### src/rtl/prio_intc_pkg.sv
package prio_intc_pkg;

   localparam int PRI_W       = 4;
   localparam int VEC_W       = 8;
   localparam int REG_W       = 16;
   localparam int FLD_PER_REG = REG_W / PRI_W;

   typedef logic [PRI_W-1:0] pri_t;
   typedef logic [VEC_W-1:0] vec_t;

   // one arbitration candidate
   typedef struct packed {
      logic req;
      pri_t pri;
      vec_t vec;
   } cand_t;

endpackage

### src/rtl/prio_intc_regs.sv
module prio_intc_regs
   import prio_intc_pkg::*;
#(
   parameter int NUM_FIELD = 13,
   parameter int ADDR_W    = 2
) (
   input  logic                       clk,
   input  logic                       rst_n,
   input  logic [ADDR_W-1:0]          addr,
   input  logic                       we,
   input  logic [REG_W-1:0]           wdata,
   output logic [REG_W-1:0]           rdata,
   output logic [NUM_FIELD-1:0][PRI_W-1:0] fld
);

   localparam int NUM_WORDS = 2 ** ADDR_W;

   logic [REG_W-1:0] bank [NUM_WORDS];

   for (genvar r = 0; r < NUM_WORDS; r++) begin : g_word
      localparam int NF_RAW = NUM_FIELD - r * FLD_PER_REG;
      localparam int NF     = (NF_RAW < 0) ? 0 :
                              ((NF_RAW > FLD_PER_REG) ? FLD_PER_REG : NF_RAW);
      localparam logic [REG_W-1:0] IMASK = REG_W'((64'd1 << (PRI_W * NF)) - 64'd1);

      logic [REG_W-1:0] word_q;

      always_ff @(posedge clk or negedge rst_n) begin
         if (!rst_n) begin
            word_q <= '0;
         end else if (we && (addr == ADDR_W'(r))) begin
            word_q <= wdata & IMASK;
         end
      end

      assign bank[r] = word_q;
   end

   assign rdata = bank[addr];

   for (genvar f = 0; f < NUM_FIELD; f++) begin : g_fld
      assign fld[f] = bank[f / FLD_PER_REG][(f % FLD_PER_REG) * PRI_W +: PRI_W];
   end

endmodule

### src/rtl/prio_intc_src.sv
module prio_intc_src #(
   parameter int NUM_IRQ = 4,
   parameter bit EDGE    = 1'b1
) (
   input  logic               clk,
   input  logic               rst_n,
   input  logic [NUM_IRQ-1:0] line,
   input  logic [NUM_IRQ-1:0] clr,
   output logic [NUM_IRQ-1:0] pend
);

   if (EDGE) begin : g_edge
      logic [NUM_IRQ-1:0] prev_q;
      logic [NUM_IRQ-1:0] pend_q;

      // a new edge wins over a clear in the same cycle
      always_ff @(posedge clk or negedge rst_n) begin
         if (!rst_n) begin
            prev_q <= '0;
            pend_q <= '0;
         end else begin
            prev_q <= line;
            pend_q <= (pend_q & ~clr) | (line & ~prev_q);
         end
      end

      assign pend = pend_q;
   end else begin : g_level
      logic [NUM_IRQ-1:0] samp_q;

      always_ff @(posedge clk or negedge rst_n) begin
         if (!rst_n) begin
            samp_q <= '0;
         end else begin
            samp_q <= line & ~clr;
         end
      end

      assign pend = samp_q;
   end

endmodule

### src/rtl/prio_intc_arb.sv
module prio_intc_arb
   import prio_intc_pkg::*;
#(
   parameter int NUM_CAND = 23,
   parameter int IDX_W    = 5
) (
   input  cand_t [NUM_CAND-1:0] cand,
   input  pri_t                 mask,
   output logic                 hit,
   output pri_t                 win_pri,
   output vec_t                 win_vec,
   output logic [IDX_W-1:0]     win_idx
);

   // ascending scan with strict compare: the first index at the
   // highest level wins, and only levels above the mask are taken
   always_comb begin
      hit     = 1'b0;
      win_pri = mask;
      win_vec = '0;
      win_idx = '0;
      for (int i = 0; i < NUM_CAND; i++) begin
         if (cand[i].req && (cand[i].pri > win_pri)) begin
            hit     = 1'b1;
            win_pri = cand[i].pri;
            win_vec = cand[i].vec;
            win_idx = IDX_W'(i);
         end
      end
   end

endmodule

### src/rtl/prio_intc.sv
module prio_intc
   import prio_intc_pkg::*;
#(
   parameter int NUM_IRQ      = 4,
   parameter int NUM_MOD      = 9,
   parameter int SRC_PER_MOD  = 2,
   parameter int EXT_VEC_BASE = 64,
   parameter int IRQ_VEC_BASE = 80,
   parameter int PER_VEC_BASE = 96,
   parameter bit IRQ_EDGE     = 1'b1
) (
   input  logic                                       clk,
   input  logic                                       rst_n,
   input  logic [3:0]                                 ext_level,
   input  logic [NUM_IRQ-1:0]                         irq_in,
   input  logic [NUM_MOD*SRC_PER_MOD-1:0]             per_req,
   input  logic [3:0]                                 cpu_mask,
   input  logic                                       irq_ack,
   input  logic [$clog2((NUM_IRQ+NUM_MOD+3)/4)-1:0]   reg_addr,
   input  logic                                       reg_we,
   input  logic [15:0]                                reg_wdata,
   output logic [15:0]                                reg_rdata,
   output logic                                       irq_valid,
   output logic [3:0]                                 irq_level,
   output logic [7:0]                                 irq_vector
);

   localparam int NUM_FIELD = NUM_IRQ + NUM_MOD;
   localparam int NUM_REG   = (NUM_FIELD + FLD_PER_REG - 1) / FLD_PER_REG;
   localparam int ADDR_W    = $clog2(NUM_REG);
   localparam int NUM_PER   = NUM_MOD * SRC_PER_MOD;
   localparam int NUM_CAND  = 1 + NUM_IRQ + NUM_PER;
   localparam int IDX_W     = $clog2(NUM_CAND);
   localparam int IRQ_FIRST = 1;

   // elaboration-time parameter checks
   if (NUM_IRQ < 1 || NUM_MOD < 1 || SRC_PER_MOD < 1) begin : g_bad_count
      $error("prio_intc: source counts must be at least 1");
   end
   if (NUM_FIELD <= FLD_PER_REG) begin : g_bad_words
      $error("prio_intc: at least two priority words are required");
   end
   if (EXT_VEC_BASE < 0 || EXT_VEC_BASE + 16 > IRQ_VEC_BASE) begin : g_bad_ext
      $error("prio_intc: external vector range overlaps IRQ range");
   end
   if (IRQ_VEC_BASE + NUM_IRQ > PER_VEC_BASE) begin : g_bad_irq
      $error("prio_intc: IRQ vector range overlaps peripheral range");
   end
   if (PER_VEC_BASE + NUM_PER > 2 ** VEC_W) begin : g_bad_per
      $error("prio_intc: peripheral vectors exceed vector width");
   end

   logic [NUM_FIELD-1:0][PRI_W-1:0] fld;
   logic [NUM_IRQ-1:0]              irq_pend;
   logic [NUM_IRQ-1:0]              irq_clr;
   cand_t [NUM_CAND-1:0]            cand;
   logic                            win_hit;
   pri_t                            win_pri;
   vec_t                            win_vec;
   logic [IDX_W-1:0]                win_idx;
   logic [IDX_W-1:0]                src_q;

   prio_intc_regs #(
      .NUM_FIELD (NUM_FIELD),
      .ADDR_W    (ADDR_W)
   ) u_regs (
      .clk   (clk),
      .rst_n (rst_n),
      .addr  (reg_addr),
      .we    (reg_we),
      .wdata (reg_wdata),
      .rdata (reg_rdata),
      .fld   (fld)
   );

   prio_intc_src #(
      .NUM_IRQ (NUM_IRQ),
      .EDGE    (IRQ_EDGE)
   ) u_src (
      .clk   (clk),
      .rst_n (rst_n),
      .line  (irq_in),
      .clr   (irq_clr),
      .pend  (irq_pend)
   );

   // candidate 0: encoded external level, priority is the level itself
   assign cand[0].req = |ext_level;
   assign cand[0].pri = ext_level;
   assign cand[0].vec = VEC_W'(EXT_VEC_BASE) + VEC_W'(ext_level);

   // candidates 1..NUM_IRQ: IRQ lines with their own fields
   for (genvar i = 0; i < NUM_IRQ; i++) begin : g_irq
      assign cand[IRQ_FIRST+i].req = irq_pend[i];
      assign cand[IRQ_FIRST+i].pri = fld[i];
      assign cand[IRQ_FIRST+i].vec = VEC_W'(IRQ_VEC_BASE + i);
      assign irq_clr[i] = irq_valid && irq_ack && (src_q == IDX_W'(IRQ_FIRST + i));
   end

   // remaining candidates: peripheral sources, module-major order,
   // each module's sources share one field
   for (genvar m = 0; m < NUM_MOD; m++) begin : g_mod
      for (genvar s = 0; s < SRC_PER_MOD; s++) begin : g_srcs
         localparam int Q = m * SRC_PER_MOD + s;
         assign cand[1+NUM_IRQ+Q].req = per_req[Q];
         assign cand[1+NUM_IRQ+Q].pri = fld[NUM_IRQ+m];
         assign cand[1+NUM_IRQ+Q].vec = VEC_W'(PER_VEC_BASE + Q);
      end
   end

   prio_intc_arb #(
      .NUM_CAND (NUM_CAND),
      .IDX_W    (IDX_W)
   ) u_arb (
      .cand    (cand),
      .mask    (cpu_mask),
      .hit     (win_hit),
      .win_pri (win_pri),
      .win_vec (win_vec),
      .win_idx (win_idx)
   );

   // presentation register: load on a win while idle, hold until acknowledged
   always_ff @(posedge clk or negedge rst_n) begin
      if (!rst_n) begin
         irq_valid  <= 1'b0;
         irq_level  <= '0;
         irq_vector <= '0;
         src_q      <= '0;
      end else if (irq_valid) begin
         if (irq_ack) begin
            irq_valid <= 1'b0;
         end
      end else if (win_hit) begin
         irq_valid  <= 1'b1;
         irq_level  <= win_pri;
         irq_vector <= win_vec;
         src_q      <= win_idx;
      end
   end

endmodule

### config.mk
export PLATFORM = sky130hd
export DESIGN_NAME = prio_intc
export DESIGN_NICKNAME = d
export VERILOG_FILES = /design/src/rtl/prio_intc_pkg.sv /design/src/rtl/prio_intc_regs.sv /design/src/rtl/prio_intc_src.sv /design/src/rtl/prio_intc_arb.sv /design/src/rtl/prio_intc.sv
export SDC_FILE = /design/constraint.sdc
export NUM_CORES = 1
export LEC_CHECK = 0
export BUFFER_PORTS_ARGS = -buffer_cell sky130_fd_sc_hd__buf_2
export CORE_MARGIN = 2
export CORE_UTILIZATION = 55
export CTS_BUF_LIST = sky130_fd_sc_hd__clkbuf_8
export DETAILED_ROUTE_END_ITERATION = 12
export MAX_ROUTING_LAYER = met4
export PLACE_DENSITY = 0.84
export SLEW_MARGIN = 10
export SYNTH_ARGS = -nofsm -noshare
export SYNTH_HDL_FRONTEND = slang
export SYNTH_HIERARCHICAL = 1
export SYNTH_SLANG_ARGS = --single-unit
### constraint.sdc
create_clock -name clk -period 46.4 [get_ports clk]
set_input_delay 4.64 -clock clk [delete_from_list [all_inputs] [get_ports clk]]
set_output_delay 4.64 -clock clk [all_outputs]
set_load 0.02 [all_outputs]
==> metrics.log, run 1 <==
[metrics] height of the chip: 143 um
[metrics] IO Pins: between 80 and 90
[metrics] Worst Path Required: between 40 and 50 ns
[metrics] worst setup path category: input pin to flip-flop
[metrics] number of sinks on the clock net: just under 80
[metrics] top cell type's share of synthesized area: 18.3%
[metrics] final setup vio count: 0
[metrics] largest net degree at the start of global routing: 71
[metrics] class of the most critical hold timing path: flip-flop to flip-flop
[metrics] Final ANT Viol Nets: 0
[metrics] overflow left after global routing: 0
[metrics] total routing resource utilization after global routing: 28.1%
[metrics] first-pass GRT wire length: 46000 um
[metrics] startpoint type of the worst setup path: input pin
[metrics] final setup skew: 0.0111 ns
[metrics] number of core rows: 51
[metrics] number of I/O port buffers: 80
[metrics] worst-path cell with the longest stage delay: sky130_fd_sc_hd__a2111oi_2
[metrics] Post-synth top flop: sky130_fd_sc_hd__dfrtp_1
[metrics] drc violations: 0
[metrics] Num CTS Buffers: 9
[metrics] cell type with the largest total area after synthesis: sky130_fd_sc_hd__dfrtp_1
[metrics] Gate Count Post-Synth: 1353
[metrics] vias in the first global route: ~9.5k
[metrics] wire length per cell: 15.5 um
[metrics] Area Overhead vs Synth: 13.1%
[metrics] last weighted congestion value of the routability-driven placer: 0.947
[metrics] Avg Synthesized Cell Area: between 7 and 8 um2
[metrics] sequential element share of the synthesized area: a little under a fifth
[metrics] Hold Vio Cnt, Final: 0
[metrics] maximum count of clock buffers along a single path: 2
[metrics] root buf cell: sky130_fd_sc_hd__clkbuf_8
[metrics] max capacitance violation total: 0
[metrics] critical path endpoint category: flip-flop
[metrics] core region area: 19300 um2
[metrics] transition time of the tightest slew-check pin: 1.03 ns
[metrics] vias: 10.6k
[metrics] async set or reset register ratio after synthesis: 100%
[metrics] clock tree from TritonCTS: done
[metrics] data arrival time of the critical path: 43.54 ns
[metrics] detailed-router iteration count before antenna repair: 8
[metrics] starting density of the core: 55.5%
[metrics] Final Routed Wirelength: 28500 um
[metrics] TNS Setup: 0 ns
[metrics] total of warnings raised by yosys: 6
[metrics] longest individual stage delay on the worst path: 0.65 ns
[metrics] number of enable-type register cells in the synthesized netlist: 0
[metrics] antenna violations before repair: 1
[metrics] number of design-rule violations left by the first detailed-router iteration: 989
[metrics] number of H-tree levels: 3
[metrics] headroom to the max-slew limit: 31.3%
[metrics] source-to-sink clock delay at the later pin of the worst-skew pair: 0.37 ns
[metrics] run status: finished clean
[metrics] synth unique cells: 109
[metrics] maximum operating frequency: around 0.023 GHz
[metrics] net count of the finished layout: 1675
[metrics] period utilisation layout: 93.3%
[metrics] fraction of layout cells with a size suffix above 1: 18.7%
[metrics] CP Max Fanout: 25
[metrics] Die Footprint: 20600 um2
[metrics] Synth Cell Area: 10700 um2
[metrics] Pins Over Slew Limit: 0
[metrics] average via count per standard cell: 5.77
[metrics] Die X: 143 um
[metrics] dominant cell type by count on the critical path: sky130_fd_sc_hd__ha_1
[metrics] cell types with the largest area share after synthesis: sky130_fd_sc_hd__dfrtp_1 (18%), sky130_fd_sc_hd__mux2_2 (11%), sky130_fd_sc_hd__ha_1 (6.0%)
[metrics] CTS clk-pin slew, worst paths: approximately 0.080 ns
[metrics] estimated wirelength of the detail-placed design: 22300 um
[metrics] post-route minimum period: roughly 43 ns
[metrics] number of flip-flops and latches in the synthesized netlist: 78
[sequential cells by signal (all words and copies together) (netlist names)]
name / flops
irq_level: 4
u_regs/g_word.word_q: 52
irq_valid: 1
u_src/g_edge.prev_q: 4
irq_vector: 8
u_src/pend: 4
src_q: 5
[final cells by class]
class,instances,area [um2]
antenna,2,5.00
inverter,92,345
clock inverter,7,42.5
fill,1682,7180
tap,265,332
clock buffer,9,124
sequential,78,1950
timing repair buffer,95,515
multi-input combinational,1296,8770
[layout by cell type, fill, tap and decap left out, types with 6 or more instances in the layout]
master,n
sky130_fd_sc_hd__and2_1,8
sky130_fd_sc_hd__nor2_1,136
sky130_fd_sc_hd__a211o_1,14
sky130_fd_sc_hd__conb_1,180
sky130_fd_sc_hd__mux2i_1,33
sky130_fd_sc_hd__o21ai_1,8
sky130_fd_sc_hd__buf_4,16
sky130_fd_sc_hd__buf_2,79
sky130_fd_sc_hd__o21ai_0,59
sky130_fd_sc_hd__a41oi_1,8
sky130_fd_sc_hd__a21o_1,23
sky130_fd_sc_hd__nand4_1,15
sky130_fd_sc_hd__nand2_1,121
sky130_fd_sc_hd__inv_1,93
sky130_fd_sc_hd__a211oi_1,24
sky130_fd_sc_hd__a31o_2,13
sky130_fd_sc_hd__nand2b_1,17
sky130_fd_sc_hd__nor3_1,16
sky130_fd_sc_hd__and3_1,7
sky130_fd_sc_hd__ha_1,51
sky130_fd_sc_hd__nor2b_1,14
sky130_fd_sc_hd__mux2_4,12
sky130_fd_sc_hd__xnor2_1,27
sky130_fd_sc_hd__o21bai_1,9
sky130_fd_sc_hd__nor4_1,6
sky130_fd_sc_hd__o21a_1,13
sky130_fd_sc_hd__o31ai_1,6
sky130_fd_sc_hd__a21oi_1,120
sky130_fd_sc_hd__a31oi_1,26
sky130_fd_sc_hd__nand3_1,38
sky130_fd_sc_hd__o2bb2ai_1,13
sky130_fd_sc_hd__clkbuf_8,9
sky130_fd_sc_hd__mux2_2,107
sky130_fd_sc_hd__maj3_1,12
sky130_fd_sc_hd__o211ai_1,16
sky130_fd_sc_hd__dfrtp_1,78
[critical path, delay by kind of cell]
kind            cells  cell delay [ns]
fa+ha+maj          32             9.04
compound gates     65            13.47
buf+inv            28             3.64
simple gates       41             8.18
mux                13             4.50
[final timing paths]
check                                                             from                                 endpoint  slack (ns)  cells after the start
min in group asynchronous                                        rst_n                irq_vector[0]$_DFFE_PN0P_        4.07                      1
worst min register to register        u_src/g_edge.prev_q[0]$_DFF_PN0_                  u_src/pend[0]$_DFF_PN0_        0.43                      1
worst max-delay path                                       cpu_mask[1]                irq_vector[3]$_DFFE_PN0P_        3.12                    179
worst max register to register  u_regs/g_word[0].word_q[2]$_DFFE_PN0P_                irq_vector[3]$_DFFE_PN0P_        8.20                    171
max in group asynchronous                                        rst_n  u_regs/g_word[1].word_q[13]$_DFFE_PN0P_       41.23                      2
worst min-delay path                  u_src/g_edge.prev_q[0]$_DFF_PN0_                  u_src/pend[0]$_DFF_PN0_        0.43                      1
[per-layer routing]
layer  vias up  part of all wire, %  global-route usage (%)
met1      4934                   46                    36.9
met4         0                  2.3                    7.53
met3        52                  6.1                    4.30
met2       343                   46                    45.3
li1       5313                    -                       -
met5         -                    0                       -
[cell families after synthesis]
| logic type | Yosys count | share of synthesized area (%) |
|---|---|---|
| adder cells (fa/ha/maj) | 63 | 7.09 |
| buffers and inverters | 157 | 6.26 |
| other | 2 | 0.0702 |
| AND/OR/NAND/NOR | 425 | 19.7 |
| XOR/XNOR | 31 | 2.54 |
| flip-flops | 78 | 18.3 |
| AO/OA/AOI/OAI | 440 | 29.1 |
| multiplexers | 157 | 17.0 |
[timing repair]
item                                    4_1_cts  5_1_grt
buffers inserted                              0        2
gates resized for setup                       0        8
hold buffers                                  0        0
endpoints found under the setup margin        0       18
[cells in the mapped netlist (13+ instances only)]
master and instances:
sky130_fd_sc_hd__nor3_1 16, sky130_fd_sc_hd__o21ai_0 60, sky130_fd_sc_hd__ha_1 51, sky130_fd_sc_hd__clkbuf_1 49, sky130_fd_sc_hd__o2bb2ai_1 13, sky130_fd_sc_hd__nand2_1 121
sky130_fd_sc_hd__a211o_1 14, sky130_fd_sc_hd__o211ai_1 16, sky130_fd_sc_hd__a211oi_1 24, sky130_fd_sc_hd__dfrtp_1 78, sky130_fd_sc_hd__nand2b_1 17, sky130_fd_sc_hd__a21oi_1 121
sky130_fd_sc_hd__xnor2_1 27, sky130_fd_sc_hd__a31oi_1 26, sky130_fd_sc_hd__nand4_1 15, sky130_fd_sc_hd__nor2_1 136, sky130_fd_sc_hd__nand3_1 38, sky130_fd_sc_hd__a31o_2 13
sky130_fd_sc_hd__o21a_1 13, sky130_fd_sc_hd__inv_1 92, sky130_fd_sc_hd__a21o_1 23, sky130_fd_sc_hd__nor2b_1 15, sky130_fd_sc_hd__mux2_2 107, sky130_fd_sc_hd__mux2i_1 33
[through the flow]
stage / setup WS (ns) / std cells / area (um2) / utilization [%] / hold WS, ns
after floorplan: 8.65 / 1531 / 11400 / - / 0.414
after global placement: 2.34 / 1824 / 11900 / 61.7 / 0.416
after detailed placement: 1.39 / 1824 / 11900 / 61.7 / 0.423
after CTS: 1.72 / 1840 / 12100 / 62.5 / 0.433
after global routing: -0.0127 / 1843 / 12100 / 62.7 / 0.437
final: 3.12 / 1844 / 12100 / 62.7 / 0.431
Power of run 1 is not shown: default switching activity piles up to over one toggle a cycle in this logic, so the estimate is an artifact.
==> run 2: changes to the inputs <==
RECOVER_POWER = 100   (was default)
==> run 2 against run 1 <==
  * The flow now finishes with violations (capacitance limit, slew limit)
  * Maximum frequency down 0.21%
  * Core utilization down 0.45 points
  * Clock skew up 0.0012 ns
  * Setup slack worse by 0.089 ns
  * Routed wire length down 0.18%
  * Non-clock buffer count unchanged
==> metrics.log, run 2 (synthesis gave the netlist of run 1 again) <==
[metrics] core region area: 19300 um2 (unchanged)
[metrics] fillers: 1711 (+1.7%)
[metrics] max capacitance violation total: 2 (+2)
[metrics] top library cells by usage in the layout, fill and taps aside: sky130_fd_sc_hd__conb_1 (180), sky130_fd_sc_hd__nor2_1 (136), sky130_fd_sc_hd__nand2_1 (121)
[metrics] Pins Over Slew Limit: 88 (+88)
[metrics] CP top delay family: compound AO/OA/AOI/OAI gates
[metrics] Die Footprint: 20600 um2 (unchanged)
[metrics] CTS clk-pin slew, worst paths: 0.08 ns (about the same)
[metrics] most common library cell in the layout ignoring fill and taps: sky130_fd_sc_hd__conb_1
[metrics] Hold Vio Cnt, Final: 0 (unchanged)
[metrics] Area Overhead vs Synth: 12.2%
[metrics] number of design-rule violations left by the first detailed-router iteration: 988 (-0.10%)
[metrics] fraction of layout cells with a size suffix above 1: 15.9% (-2.8 points)
[metrics] dominant cell type by count on the critical path: sky130_fd_sc_hd__ha_1
[metrics] first-pass GRT wire length: 46000 um (unchanged)
[metrics] starting density of the core: 55.5% (unchanged)
[metrics] Placed Instance Area: 11900 um2 (unchanged)
[metrics] area of the multi-input gates: 8740 um2 (-0.41%)
[metrics] total routing resource utilization after global routing: 28.1% (unchanged)
[metrics] drc violations: 0 (unchanged)
[metrics] vias: 10.6k (-0.55%)
[metrics] Crit path buffers/inverters: 26 (-7.1%)
[metrics] maximum operating frequency: 0.0231 GHz (-0.21%)
[metrics] period utilisation layout: 93.5% (+0.19 points)
[metrics] estimated wirelength of the detail-placed design: 22300 um (unchanged)
[metrics] Final Instance Area: 12000 um2 (-0.71%)
[metrics] clock tree from TritonCTS: done
[metrics] root buf cell: sky130_fd_sc_hd__clkbuf_8
[metrics] Final Routed Wirelength: 28500 um (-0.18%)
[metrics] final setup skew: 0.0123 ns (+0.00120 ns)
[metrics] Reg with most FFs: u_regs/g_word.word_q
[metrics] class of the most critical hold timing path: flip-flop to flip-flop
[metrics] critical path endpoint category: flip-flop
[metrics] largest registers: u_regs/g_word.word_q: 52 flops, irq_vector: 8 flops, src_q: 5 flops
[metrics] worst-path cell with the longest stage delay: sky130_fd_sc_hd__a2111oi_2
[metrics] Finished Core Util: 62.3% (-0.45 points)
[metrics] wire length per cell: 15.4 um (-0.18%)
[metrics] net count of the finished layout: 1675 (unchanged)
[metrics] number of core rows: 51 (unchanged)
[metrics] run status: complete, but fails checks
[metrics] average via count per standard cell: 5.74 (-0.55%)
[metrics] minimum hold slack: 0.430 ns (-0.000373 ns)
[metrics] Final ANT Viol Nets: 0 (unchanged)
[metrics] Reg area: 1950 um2 (unchanged)
[metrics] transition time of the tightest slew-check pin: 3.71 ns (+2.68 ns)
[metrics] startpoint type of the worst setup path: input pin
[metrics] violations in the final reports: capacitance limit, slew limit
[metrics] Num CTS Buffers: 9 (unchanged)
[metrics] data arrival time of the critical path: 43.62 ns (+0.08 ns)
[metrics] number of H-tree levels: 3 (unchanged)
[metrics] Post-CTS Hold Buffers: 0 (unchanged)
[metrics] headroom to the max-slew limit: -147% (-180 points)
[metrics] worst setup path category: input pin to flip-flop
[metrics] number of flip-flops under the largest register name: 52 (unchanged)
[metrics] source-to-sink clock delay at the later pin of the worst-skew pair: 0.37 ns (about the same)
[metrics] maximum count of clock buffers along a single path: 2 (unchanged)
[metrics] antenna violations before repair: 1 (unchanged)
[metrics] vias in the first global route: 9522 (unchanged)
[metrics] IO Pins: 81 (unchanged)
[metrics] TNS Setup: 0 ns (unchanged)
[metrics] longest individual stage delay on the worst path: 0.66 ns (about the same)
[metrics] number of I/O port buffers: 80 (unchanged)
[metrics] Die X: 143 um (unchanged)
[metrics] height of the chip: 143 um (unchanged)
[metrics] largest net degree at the start of global routing: 71 (unchanged)
[metrics] overflow left after global routing: 0 (unchanged)
[metrics] post-route minimum period: 43.37 ns (+0.0893 ns)
[metrics] last weighted congestion value of the routability-driven placer: 0.947 (unchanged)
[metrics] Worst Path Required: 46.66 ns (about the same)
[metrics] number of sinks on the clock net: 78 (unchanged)
[metrics] detailed-router iteration count before antenna repair: 6 (-2)
[metrics] CP Max Fanout: 25 (unchanged)
[metrics] final setup vio count: 0 (unchanged)
run 2: changes by cell type in the layout (fill, tap and decap cells not counted), sizes merged:
cell    previous run  this run
buf               95        59
clkbuf             9        45
run 2: metal layers:
metal  routed length [um]  GRT usage [%]
met1                13100           36.9
met2                13200           45.3
met3                 1650           4.30
met4                  594           7.53
met5                    0              -
run 2: per-stage QoR:
step / instances / worst slack, ns
after floorplan: 1531 / 8.65
after global placement: 1824 / 2.34
after detailed placement: 1824 / 1.39
after CTS: 1840 / 1.72
after global routing: 1843 / -0.0103
final: 1844 / 3.03
run 2: layout make-up:
| class | count | area share [%] |
|---|---|---|
| Timing Repair Buffer | 95 | 3.88 |
| Inverter | 92 | 2.88 |
| Antenna cell | 2 | 0.0417 |
| Clock buffer | 9 | 1.03 |
| Clock inverter | 7 | 0.354 |
| Sequential cell | 78 | 16.3 |
| Multi-Input combinational cell | 1296 | 72.8 |
| Tap cell | 265 | 2.76 |
run 2: path summary, 6_finish.rpt:
check / start / to / slack [ns] / depth (start not counted)
worst max-delay path: cpu_mask[1] / irq_vector[3]$_DFFE_PN0P_ / 3.03 / 179
worst min-delay path: u_src/g_edge.prev_q[2]$_DFF_PN0_ / u_src/pend[2]$_DFF_PN0_ / 0.43 / 1
worst max register to register: u_regs/g_word[0].word_q[2]$_DFFE_PN0P_ / irq_vector[3]$_DFFE_PN0P_ / 8.10 / 171
worst min register to register: u_src/g_edge.prev_q[2]$_DFF_PN0_ / u_src/pend[2]$_DFF_PN0_ / 0.43 / 1
max in group asynchronous: rst_n / u_regs/g_word[0].word_q[7]$_DFFE_PN0P_ / 38.32 / 2
min in group asynchronous: rst_n / irq_vector[7]$_DFFE_PN0P_ / 4.18 / 1
run 2: timing repair:
action,CTS,global route
buffers inserted,0,2
gates resized for setup,0,8
endpoints found under the hold margin,0,0
endpoints found under the setup margin,0,18
Power of run 2 is left out for the same reason.
==> run 3: changes to the inputs <==
PLACE_DENSITY = 0.87   (was 0.84)
clock period = 35.4 ns   (was 46.4 ns; I/O delays follow)
==> run 3 against run 2 <==
  * The flow still finishes with violations (capacitance limit, slew limit)
  * Non-clock buffer count grew 79
  * Clock skew increased by 0.0029 ns
  * Register-to-register slack worse by 3.9 ns
  * Setup slack got worse by 2.5 ns
  * Critical endpoint is now irq_level[0]$_DFFE_PN0P_
==> metrics.log, run 3 (synthesis gave the netlist of run 1 again) <==
[metrics] period utilisation layout: 98.6%
[metrics] fraction of layout cells with a size suffix above 1: 27.3% (+11 points)
[metrics] critical path endpoint category: flip-flop
[metrics] height of the chip: 143 um (unchanged)
[metrics] wire length per cell: 17.3 um (+12%)
[metrics] net count of the finished layout: 1757 (+4.9%)
[metrics] Die X: 143 um (unchanged)
[metrics] number of core rows: 51 (unchanged)
[metrics] violations in the final reports: capacitance limit, slew limit
[metrics] Num CTS Buffers: 9 (unchanged)
[metrics] Hold Vio Cnt, Final: 0 (unchanged)
[metrics] CP Max Fanout: 20 (-20%)
[metrics] clock tree from TritonCTS: done
[metrics] Final Instance Area: 13500 um2 (+12%)
[metrics] vias: 11.6k (+9.1%)
[metrics] Reg with most FFs: u_regs/g_word.word_q
[metrics] Area Overhead vs Synth: 25.9%
[metrics] class of the most critical hold timing path: flip-flop to flip-flop
[metrics] startpoint type of the worst setup path: input pin
[metrics] first-pass GRT wire length: 48700 um (+5.9%)
[metrics] average via count per standard cell: 5.99 (+4.4%)
[metrics] IO Pins: 81 (unchanged)
[metrics] last weighted congestion value of the routability-driven placer: 0.952 (+0.56%)
[metrics] top library cells by usage in the layout, fill and taps aside: sky130_fd_sc_hd__conb_1 (180), sky130_fd_sc_hd__nor2_1 (131), sky130_fd_sc_hd__nand2_1 (116)
[metrics] overflow left after global routing: 0 (unchanged)
[metrics] Finished Core Util: 69.8% (+7.6 points)
[metrics] max capacitance violation total: 2 (unchanged)
[metrics] headroom to the max-slew limit: -171% (-24 points)
[metrics] root buf cell: sky130_fd_sc_hd__clkbuf_8
[metrics] most common library cell in the layout ignoring fill and taps: sky130_fd_sc_hd__conb_1
[metrics] Worst Path Required: 35.65 ns (-11.01 ns)
[metrics] Final Routed Wirelength: 33300 um (+17%)
[metrics] met2 layer usage reported by global route: 48.7% (+3.4 points)
[metrics] longest individual stage delay on the worst path: 0.52 ns (-0.14 ns)
[metrics] Pins Over Slew Limit: 96 (+9.1%)
[metrics] maximum count of clock buffers along a single path: 2 (unchanged)
[metrics] post-route minimum period: roughly 35 ns
[metrics] final setup vio count: 0 (unchanged)
[metrics] Placed Instance Area: 12200 um2 (+3.0%)
[metrics] detailed-router iteration count before antenna repair: 5 (-1)
[metrics] Most Used Layer, Global Route: met2
[metrics] number of I/O port buffers: 80 (unchanged)
[metrics] largest net degree at the start of global routing: 79 (+11%)
[metrics] final setup skew: 0.0152 ns (+0.00293 ns)
[metrics] number of flip-flops under the largest register name: 52 (unchanged)
[metrics] Final ANT Viol Nets: 0 (unchanged)
[metrics] Die Footprint: 20600 um2 (unchanged)
[metrics] starting density of the core: 55.5% (unchanged)
[metrics] GR Layer Usage met1: 37.3% (+0.37 points)
[metrics] vias in the first global route: 10.3k (+8.3%)
[metrics] Post-CTS Hold Buffers: 0 (unchanged)
[metrics] run status: complete, but fails checks
[metrics] core region area: 19300 um2 (unchanged)
[metrics] number of H-tree levels: 3 (unchanged)
[metrics] estimated wirelength of the detail-placed design: 23600 um (+5.7%)
[metrics] number of design-rule violations left by the first detailed-router iteration: 894 (-9.5%)
[metrics] total routing resource utilization after global routing: 30.0% (+1.9 points)
[metrics] M3 GR Usage: 5.43% (+1.1 points)
[metrics] worst-path cell with the longest stage delay: sky130_fd_sc_hd__or4_4
[metrics] number of sinks on the clock net: 78 (unchanged)
[metrics] drc violations: 0 (unchanged)
[metrics] transition time of the tightest slew-check pin: 4.07 ns (+0.361 ns)
[metrics] maximum operating frequency: around 0.029 GHz
[metrics] worst setup path category: input pin to flip-flop
[metrics] CTS clk-pin slew, worst paths: 0.08 ns (about the same)
[metrics] antenna violations before repair: 3 (+2)
[metrics] largest registers: u_regs/g_word.word_q: 52 flops, irq_vector: 8 flops, src_q: 5 flops
[metrics] source-to-sink clock delay at the later pin of the worst-skew pair: 0.37 ns (about the same)
[metrics] data arrival time of the critical path: 35.14 ns (-8.48 ns)
run 3: cell count changes in the layout (fill, tap and decap cells not counted), moves of 14 or more:
cell                      delta
sky130_fd_sc_hd__buf_4      +76
sky130_fd_sc_hd__inv_1      -14
sky130_fd_sc_hd__ha_2       +16
sky130_fd_sc_hd__ha_1       -34
sky130_fd_sc_hd__ha_4       +18
sky130_fd_sc_hd__mux2_4     +17
sky130_fd_sc_hd__a21oi_1    -17
sky130_fd_sc_hd__o21ai_0    -17
sky130_fd_sc_hd__a21oi_2    +16
run 3: routing by layer:
metal | vias up | routed length (um) | share of wire, %
met5 | - | 0 | 0
met4 | 0 | 1460 | 4.4
met3 | 120 | 2260 | 6.8
met2 | 499 | 15800 | 47
met1 | 5452 | 13800 | 41
li1 | 5481 | - | -
run 3: final cells by class:
class	count	area, um2
multi-input combinational	1299	9530
tap	265	332
clock inverter	6	61.3
sequential	78	1950
inverter	92	358
timing repair buffer	174	1080
fill	1483	5810
antenna	3	7.51
clock buffer	10	138
run 3: worst paths after layout:
kind / to / slack (ns) / cells past startpoint / start
min in group asynchronous: irq_vector[3]$_DFFE_PN0P_ / 4.58 / 1 / rst_n
setup / recovery: irq_level[0]$_DFFE_PN0P_ / 0.51 / 172 / ext_level[0]
setup reg to reg: irq_level[0]$_DFFE_PN0P_ / 4.23 / 164 / u_regs/g_word[0].word_q[1]$_DFFE_PN0P_
max in group asynchronous: u_regs/g_word[2].word_q[14]$_DFFE_PN0P_ / 28.52 / 1 / rst_n
hold reg to reg: u_src/pend[1]$_DFF_PN0_ / 0.43 / 1 / u_src/g_edge.prev_q[1]$_DFF_PN0_
hold / removal: u_src/pend[1]$_DFF_PN0_ / 0.43 / 1 / u_src/g_edge.prev_q[1]$_DFF_PN0_
run 3: what timing repair did:
item                       4_1_cts  5_1_grt
gates resized for setup         30      151
setup endpoints to repair       18       18
gates cloned                     2        2
pin swaps                        7       70
setup buffers                    4       35
run 3: per-stage QoR:
step	TNS (ns)	hold WS (ns)	setup WS, ns	instances
after CTS	0	0.431	0.00972	1887
after global placement	-6.88	0.416	-0.402	1865
after global routing	-15.44	0.440	-0.890	1927
final	0	0.428	0.507	1927
after detailed placement	-25.03	0.420	-1.44	1865
after floorplan	0	0.414	0.0307	1531
run 3: worst max-delay path, delay by kind of cell:
kind,cells,cell delay [ns]
AOI/OAI and AO/OA,67,12.51
adders and majority gates,32,8.09
and+or+nand+nor,42,5.53
muxes,12,3.65
buffers and inverters,19,1.78
Power of run 3 is left out for the same reason.
